[config.mk]
export PLATFORM = sky130hd
export DESIGN_NAME = prio_vec_intc
export DESIGN_NICKNAME = d
export VERILOG_FILES = /design/src/rtl/prio_intc_pkg.sv /design/src/rtl/intc_flags.sv /design/src/rtl/intc_arb.sv /design/src/rtl/intc_seq.sv /design/src/rtl/prio_vec_intc.sv
export SDC_FILE = /design/constraint.sdc
export NUM_CORES = 1
export LEC_CHECK = 0
export ABC_AREA = 1
export BUFFER_PORTS_ARGS = -buffer_cell sky130_fd_sc_hd__buf_2
export CAP_MARGIN = 20
export CORE_ASPECT_RATIO = 1.25
export CORE_MARGIN = 5
export CORE_UTILIZATION = 45
export CTS_CLUSTER_DIAMETER = 30
export DETAILED_ROUTE_END_ITERATION = 6
export HOLD_SLACK_MARGIN = 0.05
export PLACE_DENSITY = 0.8
export SYNTH_ARGS = -nofsm -noshare
export SYNTH_HDL_FRONTEND = slang
export SYNTH_HIERARCHICAL = 1
export SYNTH_SLANG_ARGS = --single-unit
[constraint.sdc]
create_clock -name clk -period 2.11 [get_ports clk]
set_clock_uncertainty 0.05 [all_clocks]
set_input_delay 0.1055 -clock clk [delete_from_list [all_inputs] [get_ports clk]]
set_output_delay 0.1055 -clock clk [all_outputs]
set_load 0.02 [all_outputs]
[src/rtl/prio_intc_pkg.sv]
package prio_intc_pkg;
  localparam int unsigned VEC_W = 16;

  typedef enum logic [1:0] {SEQ_IDLE, SEQ_ENTRY, SEQ_SERVE, SEQ_RETURN} seq_state_e;
  typedef enum logic [1:0] {CLS_MASKABLE, CLS_NONMASK, CLS_RESET} src_class_e;

  // slot address of a source index: one 2-byte word per source above the base
  function automatic logic [VEC_W-1:0] slot_addr(input logic [VEC_W-1:0] base,
                                                 input int unsigned idx);
    return base + VEC_W'(idx * 2);
  endfunction

  // class of a source: top index is reset, mask bits mark non-maskable
  function automatic src_class_e class_of(input int unsigned idx,
                                          input int unsigned n_src,
                                          input logic [31:0] nmi_mask);
    if (idx == n_src - 1) return CLS_RESET;
    if (nmi_mask[idx[4:0]]) return CLS_NONMASK;
    return CLS_MASKABLE;
  endfunction
endpackage

[src/rtl/intc_flags.sv]
module intc_flags #(
  parameter int unsigned N_SRC       = 16,
  parameter int unsigned PIN_NMI_IDX = 14
) (
  input  logic             clk,
  input  logic             rst_n,
  input  logic [N_SRC-1:0] irq_evt,
  input  logic             xpin_evt,
  input  logic             xpin_nmi_mode,
  input  logic             ie_we,
  input  logic [N_SRC-1:0] ie_wdata,
  input  logic [N_SRC-1:0] svc_clr,
  input  logic             rst_taken,
  output logic [N_SRC-1:0] pend_q,
  output logic [N_SRC-1:0] ie_q
);
  localparam int unsigned RST_IDX = N_SRC - 1;

  logic [N_SRC-1:0] pin_set;
  logic [N_SRC-1:0] set_vec;
  logic [N_SRC-1:0] drop_vec;

  always_comb begin
    pin_set = '0;
    if (xpin_evt) begin
      if (xpin_nmi_mode) pin_set[PIN_NMI_IDX] = 1'b1;
      else               pin_set[RST_IDX]     = 1'b1;
    end
  end

  assign set_vec  = irq_evt | pin_set;
  assign drop_vec = svc_clr & ~set_vec;

  always_ff @(posedge clk) begin
    if (!rst_n) begin
      pend_q <= '0;
      ie_q   <= '0;
    end else begin
      pend_q <= (pend_q & ~svc_clr) | set_vec;
      if (rst_taken)  ie_q <= '0;
      else if (ie_we) ie_q <= ie_wdata;
    end
  end

  AST_PIN_TO_NMI: assert property (@(posedge clk) disable iff (!rst_n)
    (xpin_evt && xpin_nmi_mode) |=> pend_q[PIN_NMI_IDX]);
  AST_PIN_TO_RST: assert property (@(posedge clk) disable iff (!rst_n)
    (xpin_evt && !xpin_nmi_mode) |=> pend_q[RST_IDX]);
  AST_IE_WIPED: assert property (@(posedge clk) disable iff (!rst_n)
    rst_taken |=> (ie_q == '0));
  AST_SERVED_DROPS: assert property (@(posedge clk) disable iff (!rst_n)
    (|drop_vec) |=> ((pend_q & $past(drop_vec)) == '0));
endmodule

[src/rtl/intc_arb.sv]
module intc_arb
  import prio_intc_pkg::*;
#(
  parameter int unsigned       N_SRC    = 16,
  parameter logic [N_SRC-1:0]  NMI_MASK = 16'h7000,
  localparam int unsigned      IDX_W    = $clog2(N_SRC)
) (
  input  logic             clk,
  input  logic             rst_n,
  input  logic [N_SRC-1:0] pend,
  input  logic [N_SRC-1:0] ie,
  input  logic             gie,
  output logic [N_SRC-1:0] grant,
  output logic [IDX_W-1:0] grant_idx,
  output logic             any_req,
  output logic             rst_req
);
  logic [N_SRC-1:0] req;
  logic [N_SRC-1:0] is_mask;
  logic [N_SRC-1:0] is_nmi;
  logic             found;

  for (genvar g = 0; g < N_SRC; g++) begin : g_gate
    localparam src_class_e CLS = class_of(g, N_SRC, 32'(NMI_MASK));
    if (CLS == CLS_RESET) begin : g_rst
      assign req[g]     = pend[g];
      assign is_mask[g] = 1'b0;
      assign is_nmi[g]  = 1'b0;
    end else if (CLS == CLS_NONMASK) begin : g_nmi
      assign req[g]     = pend[g] & ie[g];
      assign is_mask[g] = 1'b0;
      assign is_nmi[g]  = 1'b1;
    end else begin : g_msk
      assign req[g]     = pend[g] & ie[g] & gie;
      assign is_mask[g] = 1'b1;
      assign is_nmi[g]  = 1'b0;
    end
  end

  always_comb begin
    found     = 1'b0;
    grant_idx = '0;
    for (int k = N_SRC - 1; k >= 0; k--) begin
      if (!found && req[k]) begin
        found     = 1'b1;
        grant_idx = IDX_W'(k);
      end
    end
  end

  assign grant   = found ? (N_SRC'(1) << grant_idx) : '0;
  assign any_req = found;
  assign rst_req = grant[N_SRC-1];

  AST_SINGLE_GRANT: assert property (@(posedge clk) disable iff (!rst_n)
    $onehot0(grant));
  AST_RESET_WINS: assert property (@(posedge clk) disable iff (!rst_n)
    pend[N_SRC-1] |-> grant[N_SRC-1]);
  AST_NMI_GATE: assert property (@(posedge clk) disable iff (!rst_n)
    (|(grant & is_nmi)) |-> (|(grant & ie)));
  AST_MASKABLE_GATE: assert property (@(posedge clk) disable iff (!rst_n)
    (|(grant & is_mask)) |-> (gie && (|(grant & ie))));
endmodule

[src/rtl/intc_seq.sv]
module intc_seq
  import prio_intc_pkg::*;
#(
  parameter int unsigned       N_SRC     = 16,
  parameter logic [VEC_W-1:0]  VEC_BASE  = 16'hFFE0,
  parameter int unsigned       ENTRY_CYC = 6,
  parameter int unsigned       RET_CYC   = 5,
  localparam int unsigned      IDX_W     = $clog2(N_SRC),
  localparam int unsigned      MAX_CYC   = (ENTRY_CYC > RET_CYC) ? ENTRY_CYC : RET_CYC,
  localparam int unsigned      CNT_W     = $clog2(MAX_CYC + 1)
) (
  input  logic             clk,
  input  logic             rst_n,
  input  logic             any_req,
  input  logic             rst_req,
  input  logic [N_SRC-1:0] grant,
  input  logic [IDX_W-1:0] grant_idx,
  input  logic             instr_done,
  input  logic             reti,
  input  logic             gie_we,
  input  logic             gie_wdata,
  output logic             take,
  output logic             rst_take,
  output logic [N_SRC-1:0] ack_q,
  output logic [VEC_W-1:0] vec_q,
  output logic             gie_q,
  output logic             entry,
  output logic             busy,
  output logic             serve
);
  seq_state_e       state_q;
  logic [CNT_W-1:0] cnt_q;
  logic             gie_saved_q;
  logic             entry_last;
  logic             ret_last;
  logic [CNT_W-1:0] ent_run_q;

  assign take       = rst_req | ((state_q == SEQ_IDLE) & instr_done & any_req);
  assign rst_take   = rst_req;
  assign entry_last = (state_q == SEQ_ENTRY)  && (cnt_q == CNT_W'(ENTRY_CYC - 1));
  assign ret_last   = (state_q == SEQ_RETURN) && (cnt_q == CNT_W'(RET_CYC - 1));
  assign entry      = (state_q == SEQ_ENTRY);
  assign busy       = (state_q != SEQ_IDLE);
  assign serve      = (state_q == SEQ_SERVE);

  always_ff @(posedge clk) begin
    if (!rst_n) begin
      state_q     <= SEQ_IDLE;
      cnt_q       <= '0;
      gie_q       <= 1'b0;
      gie_saved_q <= 1'b0;
      ack_q       <= '0;
      vec_q       <= slot_addr(VEC_BASE, N_SRC - 1);
    end else begin
      ack_q <= '0;
      if (take) begin
        state_q     <= SEQ_ENTRY;
        cnt_q       <= '0;
        ack_q       <= grant;
        vec_q       <= slot_addr(VEC_BASE, 32'(grant_idx));
        gie_q       <= 1'b0;
        gie_saved_q <= rst_req ? 1'b0 : gie_q;
      end else begin
        case (state_q)
          SEQ_ENTRY: begin
            if (entry_last) begin
              state_q <= SEQ_SERVE;
              cnt_q   <= '0;
            end else begin
              cnt_q <= cnt_q + 1'b1;
            end
          end
          SEQ_SERVE: begin
            if (reti) begin
              state_q <= SEQ_RETURN;
              cnt_q   <= '0;
            end
          end
          SEQ_RETURN: begin
            if (ret_last) begin
              state_q <= SEQ_IDLE;
              cnt_q   <= '0;
            end else begin
              cnt_q <= cnt_q + 1'b1;
            end
          end
          default: begin
            cnt_q <= '0;
          end
        endcase
        if (ret_last)    gie_q <= gie_saved_q;
        else if (gie_we) gie_q <= gie_wdata;
      end
    end
  end

  // independent run counter of consecutive entry cycles for the bound check
  always_ff @(posedge clk) begin
    if (!rst_n)              ent_run_q <= '0;
    else if (entry && !take) ent_run_q <= ent_run_q + 1'b1;
    else                     ent_run_q <= '0;
  end

  AST_GIE_DROP: assert property (@(posedge clk) disable iff (!rst_n)
    take |=> !gie_q);
  AST_ENTRY_BOUND: assert property (@(posedge clk) disable iff (!rst_n)
    entry |-> (ent_run_q < CNT_W'(ENTRY_CYC)));
  AST_DONE_GATES_TAKE: assert property (@(posedge clk) disable iff (!rst_n)
    ($rose(entry) && !ack_q[N_SRC-1]) |-> $past(instr_done));
  AST_ACK_SINGLE: assert property (@(posedge clk) disable iff (!rst_n)
    $onehot0(ack_q));
  AST_ACK_IN_ENTRY: assert property (@(posedge clk) disable iff (!rst_n)
    (|ack_q) |-> entry);
  AST_IDLE_STAYS: assert property (@(posedge clk) disable iff (!rst_n)
    (!busy && !take) |=> !busy);
endmodule

[src/rtl/prio_vec_intc.sv]
module prio_vec_intc
  import prio_intc_pkg::*;
#(
  parameter int unsigned       N_SRC       = 16,
  parameter logic [VEC_W-1:0]  VEC_BASE    = 16'hFFE0,
  parameter logic [N_SRC-1:0]  NMI_MASK    = 16'h7000,
  parameter int unsigned       PIN_NMI_IDX = N_SRC - 2,
  parameter int unsigned       ENTRY_CYC   = 6,
  parameter int unsigned       RET_CYC     = 5
) (
  input  logic             clk,
  input  logic             rst_n,
  input  logic [N_SRC-1:0] irq_evt,
  input  logic             xpin_evt,
  input  logic             xpin_nmi_mode,
  input  logic             ie_we,
  input  logic [N_SRC-1:0] ie_wdata,
  input  logic             gie_we,
  input  logic             gie_wdata,
  input  logic             instr_done,
  input  logic             reti,
  output logic [VEC_W-1:0] vec_addr,
  output logic [N_SRC-1:0] ack_o,
  output logic             entry_o,
  output logic             busy_o,
  output logic             in_isr_o,
  output logic             gie_o,
  output logic [N_SRC-1:0] pend_o,
  output logic [N_SRC-1:0] ie_o
);
  localparam int unsigned IDX_W = $clog2(N_SRC);

  logic [N_SRC-1:0] pend_w;
  logic [N_SRC-1:0] ie_w;
  logic [N_SRC-1:0] grant_w;
  logic [IDX_W-1:0] grant_idx_w;
  logic             any_req_w;
  logic             rst_req_w;
  logic             take_w;
  logic             rst_take_w;
  logic             gie_w;
  logic [N_SRC-1:0] svc_clr_w;

  assign svc_clr_w = take_w ? grant_w : '0;

  intc_flags #(.N_SRC(N_SRC), .PIN_NMI_IDX(PIN_NMI_IDX)) u_flags (
    .clk(clk), .rst_n(rst_n), .irq_evt(irq_evt), .xpin_evt(xpin_evt),
    .xpin_nmi_mode(xpin_nmi_mode), .ie_we(ie_we), .ie_wdata(ie_wdata),
    .svc_clr(svc_clr_w), .rst_taken(rst_take_w), .pend_q(pend_w), .ie_q(ie_w)
  );

  intc_arb #(.N_SRC(N_SRC), .NMI_MASK(NMI_MASK)) u_arb (
    .clk(clk), .rst_n(rst_n), .pend(pend_w), .ie(ie_w), .gie(gie_w),
    .grant(grant_w), .grant_idx(grant_idx_w), .any_req(any_req_w), .rst_req(rst_req_w)
  );

  intc_seq #(.N_SRC(N_SRC), .VEC_BASE(VEC_BASE), .ENTRY_CYC(ENTRY_CYC), .RET_CYC(RET_CYC)) u_seq (
    .clk(clk), .rst_n(rst_n), .any_req(any_req_w), .rst_req(rst_req_w),
    .grant(grant_w), .grant_idx(grant_idx_w), .instr_done(instr_done), .reti(reti),
    .gie_we(gie_we), .gie_wdata(gie_wdata), .take(take_w), .rst_take(rst_take_w),
    .ack_q(ack_o), .vec_q(vec_addr), .gie_q(gie_w), .entry(entry_o),
    .busy(busy_o), .serve(in_isr_o)
  );

  assign gie_o  = gie_w;
  assign pend_o = pend_w;
  assign ie_o   = ie_w;
endmodule

== After elaboration in Yosys (flattened, before gate mapping) ==
Index checks and enable logic that the tools add are counted.

* Register bits after elaboration: 71
* Bits in latches: 0
* Bits in writable memories: 0
* Bits in read-only memories: 0
* Output and inout port bits: 68
* Word-level logic and storage cells: 148
* Memories kept: 0

* $add $sub $neg: 2
* Multipliers: 0
* Div/mod/pow operators: 0
* Magnitude comparators: 0
* Equality and inequality tests: 11
* Shifts and indexed selects: 1
* Mux-type cells: 49
* Bitwise operators: 35
* Reductions and logical operators: 41

{| class="wikitable"
|+ Operators with widths
! cell !! number
|-
| two-way mux 4 bit || 16
|-
| two-way mux 16 bit || 2
|-
| OR 16 bit || 2
|-
| AND 1 bit || 29
|-
| two-way mux 1 bit || 22
|-
| logical AND 1 bit || 17
|-
| AND 16 bit || 1
|-
| inverter 16 bit || 1
|-
| left shift 1 x 4 -> 16 bit (first input constant) || 1
|-
| logical NOT 1 bit || 15
|-
| two-way mux 3 bit || 3
|-
| case mux 3 bit (3 select lines) || 1
|-
| two-way mux 2 bit || 4
|-
| AND reduction 4 bit || 2
|-
| adder 6 x 6 -> 7 bit (first input constant) || 1
|-
| equality test 3 bit (second input constant) || 2
|-
| != test 3 x 2 -> 1 bit (second input constant) || 2
|-
| case mux 2 bit (3 select lines) || 1
|-
| equality test 2 bit (second input constant) || 2
|-
| != test 2 x 1 -> 1 bit (second input constant) || 2
|-
| nonzero test 2 bit || 2
|-
| nonzero test 4 bit || 1
|-
| OR reduction 2 bit || 2
|-
| adder 3 x 1 -> 3 bit (second input constant) || 1
|-
| 7 further kinds || 7
|}

== Longest topological paths before layout ==
* Depth after elaboration: 53
* Mapped depth: 20
* Mapped depth without buffers: 19

== Hierarchy ==
The synthesis kept the hierarchy.

{| class="wikitable"
|+ By module, submodules not included
! module !! instances !! cells each !! area an instance (µm²) !! seq. area each (µm²)
|-
| intc_seq || 1 || 148 || 1252.5 || 540.5
|-
| intc_flags || 1 || 143 || 1159.9 || 640.6
|-
| intc_arb || 1 || 74 || 447.9 || 0.0
|-
| prio_vec_intc || 1 || 34 || 163.9 || 0.0
|}

== Least setup slack after synthesis ==
OpenSTA, ideal clock, no wires.

* Kind: register to register
* Start: reg u_flags.pend_q[14]
* End: reg u_flags.pend_q[14]
* Data arrival time: 2084 ps
* Required time: 1990 ps
* Path slack: -93 ps
* Stages on the path, launching flop included: 20
* Path buffers: 2
* Period minus slack after synthesis: 2203 ps
* Cell sequence: dfxtp_1 > nand2_4 > nand2_4 > nor2_8 > nand4_4 > nor2_4 > nand4_4 > nor3_1 > nand4_1 > nand2_1 > inv_1 > nand2_4 > nand2_8 > buf_6 > buf_12 > nand2_2 > inv_1 > inv_1 > nand2_1 > a21oi_1

* Elaborated cells between the ends (all ways): 68

{| class="wikitable"
|+ RTL lines
! element !! line !! RTL
|-
| from (decl) || intc_flags.sv:14 || <nowiki>output logic [N_SRC-1:0] pend_q,</nowiki>
|-
| from (signal assigned) || intc_flags.sv:39 || <nowiki>pend_q <= (pend_q & ~svc_clr) | set_vec;</nowiki>
|-
| AND 1 bit (*) || intc_arb.sv:30 || <nowiki>assign req[g] = pend[g] & ie[g];</nowiki>
|-
| logical AND 1 bit (*) || intc_arb.sv:44 || <nowiki>if (!found && req[k]) begin</nowiki>
|-
| two-way mux 1 bit (*) || intc_arb.sv:44 ||
|-
| logical NOT 1 bit || intc_arb.sv:44 ||
|-
| logical AND 1 bit || intc_arb.sv:44 ||
|-
| two-way mux 1 bit (*) || intc_arb.sv:44 ||
|-
| logical NOT 1 bit || intc_arb.sv:44 ||
|-
| logical AND 1 bit || intc_arb.sv:44 ||
|-
| [... 37 more ...] || -- ||
|-
| named net any_req_w || prio_vec_intc.sv:37 || <nowiki>logic any_req_w;</nowiki>
|-
| two-way mux 16 bit / AND 1 bit (equally long branches) || intc_arb.sv:51, intc_seq.sv:38 ||
|-
| OR 1 bit (*) || intc_seq.sv:38 || <nowiki>assign take = rst_req | ((state_q == SEQ_IDLE) & instr_done & any_req);</nowiki>
|-
| named net take_w || prio_vec_intc.sv:39 || <nowiki>logic take_w;</nowiki>
|-
| two-way mux 16 bit (*) || -- ||
|-
| named net svc_clr_w[14] || prio_vec_intc.sv:42 || <nowiki>logic [N_SRC-1:0] svc_clr_w;</nowiki>
|-
| inverter 16 bit (*) || intc_flags.sv:39 ||
|-
| AND 16 bit (*) || intc_flags.sv:39 ||
|-
| OR 16 bit (*) || intc_flags.sv:39 ||
|}

Mark *: on every way through the listed nets, which the timed path passes. The rest lies on a longest branch.
A chain may end at the register's enable or synchronous reset.

== Worst setup path in the final report ==
* Start: reg u_flags.ie_q[14]
* End: reg u_seq.ack_q[15]

* Elaborated cells between the ends (all ways): 65

{| class="wikitable"
|+ RTL lines
! element !! line !! RTL
|-
| from (decl) || intc_flags.sv:15 || <nowiki>output logic [N_SRC-1:0] ie_q</nowiki>
|-
| from (signal assigned) || intc_flags.sv:41 || <nowiki>else if (ie_we) ie_q <= ie_wdata;</nowiki>
|-
| AND 1 bit (*) || intc_arb.sv:30 ||
|-
| logical AND 1 bit (*) || intc_arb.sv:44 ||
|-
| two-way mux 1 bit (*) || intc_arb.sv:44 ||
|-
| logical NOT 1 bit || intc_arb.sv:44 ||
|-
| logical AND 1 bit || intc_arb.sv:44 ||
|-
| two-way mux 1 bit (*) || intc_arb.sv:44 ||
|-
| logical NOT 1 bit || intc_arb.sv:44 ||
|-
| logical AND 1 bit || intc_arb.sv:44 ||
|-
| [... 33 more ...] || -- ||
|-
| two-way mux 1 bit (*) || intc_arb.sv:44 ||
|-
| logical NOT 1 bit || intc_arb.sv:44 ||
|-
| logical AND 1 bit || intc_arb.sv:44 ||
|-
| two-way mux 1 bit (*) || intc_arb.sv:44 ||
|-
| named net any_req_w || prio_vec_intc.sv:37 ||
|-
| two-way mux 16 bit / AND 1 bit (equally long branches) || intc_arb.sv:51, intc_seq.sv:38 ||
|-
| OR 1 bit || intc_seq.sv:38 ||
|-
| two-way mux 16 bit (*) || -- ||
|-
| to (signal assigned) || intc_seq.sv:59 || <nowiki>ack_q <= grant;</nowiki>
|-
| to (decl) || intc_seq.sv:24 || <nowiki>output logic [N_SRC-1:0] ack_q,</nowiki>
|}

Marked as above.

==> run summary <==
Status: complete, but fails checks
Failing checks: setup timing
Core area: 6565 um2
Min Tclk post-route: 2.113 ns
Residual DRC: 0
Tot Pwr: 0.002834 W
Most frequent cells in the layout: buf_2 (96), inv_1 (73), nand2_1 (65)
Hold WC Path Type: in -> reg
Crit path launch type: flip-flop
Worst stage delay on the critical path: 0.36 ns
Reg2reg end: u_seq/ack_q[15]$_SDFF_PN0_
P&R area growth vs syn: 38.85%
Slew headroom: 49.28%
# IOs: 109
Worst-path clk slew: 0.07 ns
Initial antenna violation count: 0
Row cnt: 33
RSZ-0062 raised after global routing: yes
CP bufs+invs: 1
TritonCTS Buffers: 9
Port Buffer Count: 96
Yosys cell types: 32
TritonCTS clock tree: built
Routed wire length: 7963 um
Flop-to-flop setup slack: -0.003 ns
Max clock buf depth: 2
Worst EP required: 2.27 ns
Tot GR Track Use: 19.06%
Via density: 4.557
Root buffer cell: clkbuf_8
CP max stage cell: dfxtp_4
Number of diodes: 0
FF-to-FF path depth: 14
Die height: 101.7 um
Endpoints failing hold: 0
Die width: 83.33 um
CP endpoint kind: flip-flop
Peak supply drop: 0.4421 mV
Final nets: 580
Comb power frac: 18.3%
CP top delay family: simple AND/OR/NAND/NOR gates
Sequential element share of the synthesized area: 39.06%
Register bit total from synthesis: 59
DRT Pass-1 Iters: 4
Final setup fails: 1
Vias in the first global route: 2798
Critical path's most frequent cell: nand2_4
First-pass GRT wire length: 12880 um
H-tree levels: 3
Synth Flop Type: dfxtp_1
Worst Max-Slew Pin Slew: 0.7607 ns
CP startpoint: u_flags/ie_q[14]$_SDFFE_PP0P_
Final RePlAce weighted congestion: 0.8411
Post-synth ARST share: 0%
Dpl hpwl: 5531 um
EDFF count, synth: 0
Psw: 0.0007880 W
Worst Setup EP: u_seq/ack_q[15]$_SDFF_PN0_
Worst-path maximum fanout: 16
PD cells: 675.0 nW/um2
Grt total ovfl: 0
Avg Inst Size Synth: 7.579 um2
Most common cell after layout, fill and taps aside: buf_2
CP arrival: 2.28 ns
Power share of the clock group: 39.1%
Crit-path cells: nand2_4 > nand2_4 > nor2_8 > nand4_4 > nor2_4 > nand4_4 > nor3_2 > nand4_1 > nand2_1 > inv_2 > nand2_8 > nand2_4 > nand2_8 > nor2_1
DIE AREA: 8470 um2
Number of routed nets with antenna violations: 0
Worst setup path class: reg -> reg
Stages on the worst setup path: 14
Final Slew Violations: 0
Yosys warning count: 6
Max Cap Viol: 0
Synth Cell Area: 3024 um2
Setup_tns: -0.002881 ns
Sw Share: 27.80%
CTS sink cnt: 59
Final Cycle Share: 100.1%
Reg2reg start: u_flags/ie_q[14]$_SDFFE_PP0P_
Mapped Cells: 399
Share of layout cells above drive strength 1: 36.04%
Initial Util: 46.06%
Initial DRC Count: 154
Clk Latency, worst-skew pair: 0.33 ns
Via Count: 2862
Seq pwr share: 42.6%
Fmax: 473.3 MHz
Pin count of the biggest net entering global routing: 18
Internal power: 0.002046 W
Routed WL per cell: 12.68 um
Fin worst setup slack: -0.002881 ns
Place WS: -0.01199 ns
Leak: 2.145 nW
==> cell usage after synthesis, types with 2 or more instances <==
master / number / area share, %
nand2_4: 4 / 1.5
nand3_1: 35 / 5.8
nand2_2: 6 / 1.2
conb_1: 2 / 0.25
nand3b_1: 2 / 0.50
o21ai_0: 3 / 0.50
inv_1: 81 / 10
nor2_1: 32 / 4.0
buf_6: 2 / 0.74
a21oi_1: 26 / 4.3
a21oi_2: 10 / 2.9
ha_1: 3 / 1.2
clkbuf_1: 2 / 0.25
buf_4: 16 / 4.0
nor3_1: 5 / 0.83
dfxtp_1: 59 / 39
nor2_2: 2 / 0.41
nor2_4: 13 / 4.8
nand4_4: 2 / 1.4
buf_12: 2 / 1.3
nand2_1: 71 / 8.8
inv_2: 3 / 0.37
buf_2: 2 / 0.33
nand2_8: 2 / 1.3
nand4_1: 7 / 1.4
==> per-layer routing <==
layer  vias up  GRT usage, %  part of all wire, %  wire length [um]
li1       1469             -                    -                 -
met1      1269         20.57                   39              3123
met2       101         33.95                   51              4075
met3        23         3.987                  6.2               496
met4         0         12.45                  3.4               268
met5         -             0                    0                 0
==> cell type report <==
class,instances,area (um2)
clock buffers,13,180.2
clock inverters,3,42.54
fillers,545,2366
inverters,84,315.3
multi-input cells,242,1441
flip-flops and latches,59,1204
well taps,87,108.9
repair buffers,140,907.1
==> flip-flops by register name, indices dropped and copies added (netlist names) <==
name / flops
u_seq/vec_q: 4
u_seq/state_q: 2
u_seq/cnt_q: 3
u_flags/ie_q: 16
u_seq/ack_q: 16
u_seq/gie_q: 1
u_flags/pend_q: 16
u_seq/gie_saved_q: 1
==> worst register-to-register path, stage by stage, from the launching register on <==
cell	delay [ns]
dfxtp_4	0.36
nand2_4	0.08
nand2_4	0.07
nor2_8	0.13
nand4_4	0.10
nor2_4	0.13
nand4_4	0.11
nor3_2	0.17
nand4_1	0.10
nand2_1	0.10
inv_2	0.07
nand2_8	0.11
nand2_4	0.11
nand2_8	0.23
nor2_1	0.07
==> metrics by stage <==
stage               hold WS, ns  cell area (um2)  instances  util, %
floorplan                0.1525             3110        409        -
global placement         0.2629             3493        569    53.21
detailed placement       0.2694             3493        569    53.21
CTS                     0.08814             4105        624    62.53
global route             0.1080             4199        628    63.96
finish                   0.1061             4199        628    63.96
==> cells by family after synthesis <==
family	synth area share (%)
compound gates	7.695
flops	39.06
simple gates	33.60
other cells	0.2483
buf+inv	17.87
fa+ha+maj	1.241
xor+xnor	0.2897
==> how the worst min path moves through the flow <==
stage                start                            end  slack, ns  depth (start not counted)
2_1_floorplan        rst_n  u_flags/pend_q[15]$_SDFF_PN0_       0.15                          2
3_3_place_gp   irq_evt[11]  u_flags/pend_q[11]$_SDFF_PN0_       0.26                          3
3_5_place_dp    irq_evt[7]   u_flags/pend_q[7]$_SDFF_PN0_       0.27                          3
4_1_cts             gie_we       u_seq/gie_q$_SDFFE_PP0P_       0.09                          4
5_1_grt             gie_we       u_seq/gie_q$_SDFFE_PP0P_       0.11                          4
6_report            gie_we       u_seq/gie_q$_SDFFE_PP0P_       0.11                          4
==> power groups by stage <==
stage	sequential, W	combinational, W	clock (W)
after floorplan	0.00128	0.000283	0
after global placement	0.00123	0.000411	0
after detailed placement	0.00123	0.000420	0
after CTS	0.00121	0.000481	0.00113
after global routing	0.00121	0.000562	0.00118
final	0.00121	0.000518	0.00111
==> what timing repair did <==
action,CTS,global route
hold endpoints to repair,37,0
pin swaps,0,11
gates cloned,1,1
hold buffers,37,0
buffers inserted,1,4
setup endpoints to repair,1,37
resized for setup,0,22
Note: power is estimated with default switching activity, not from simulation.
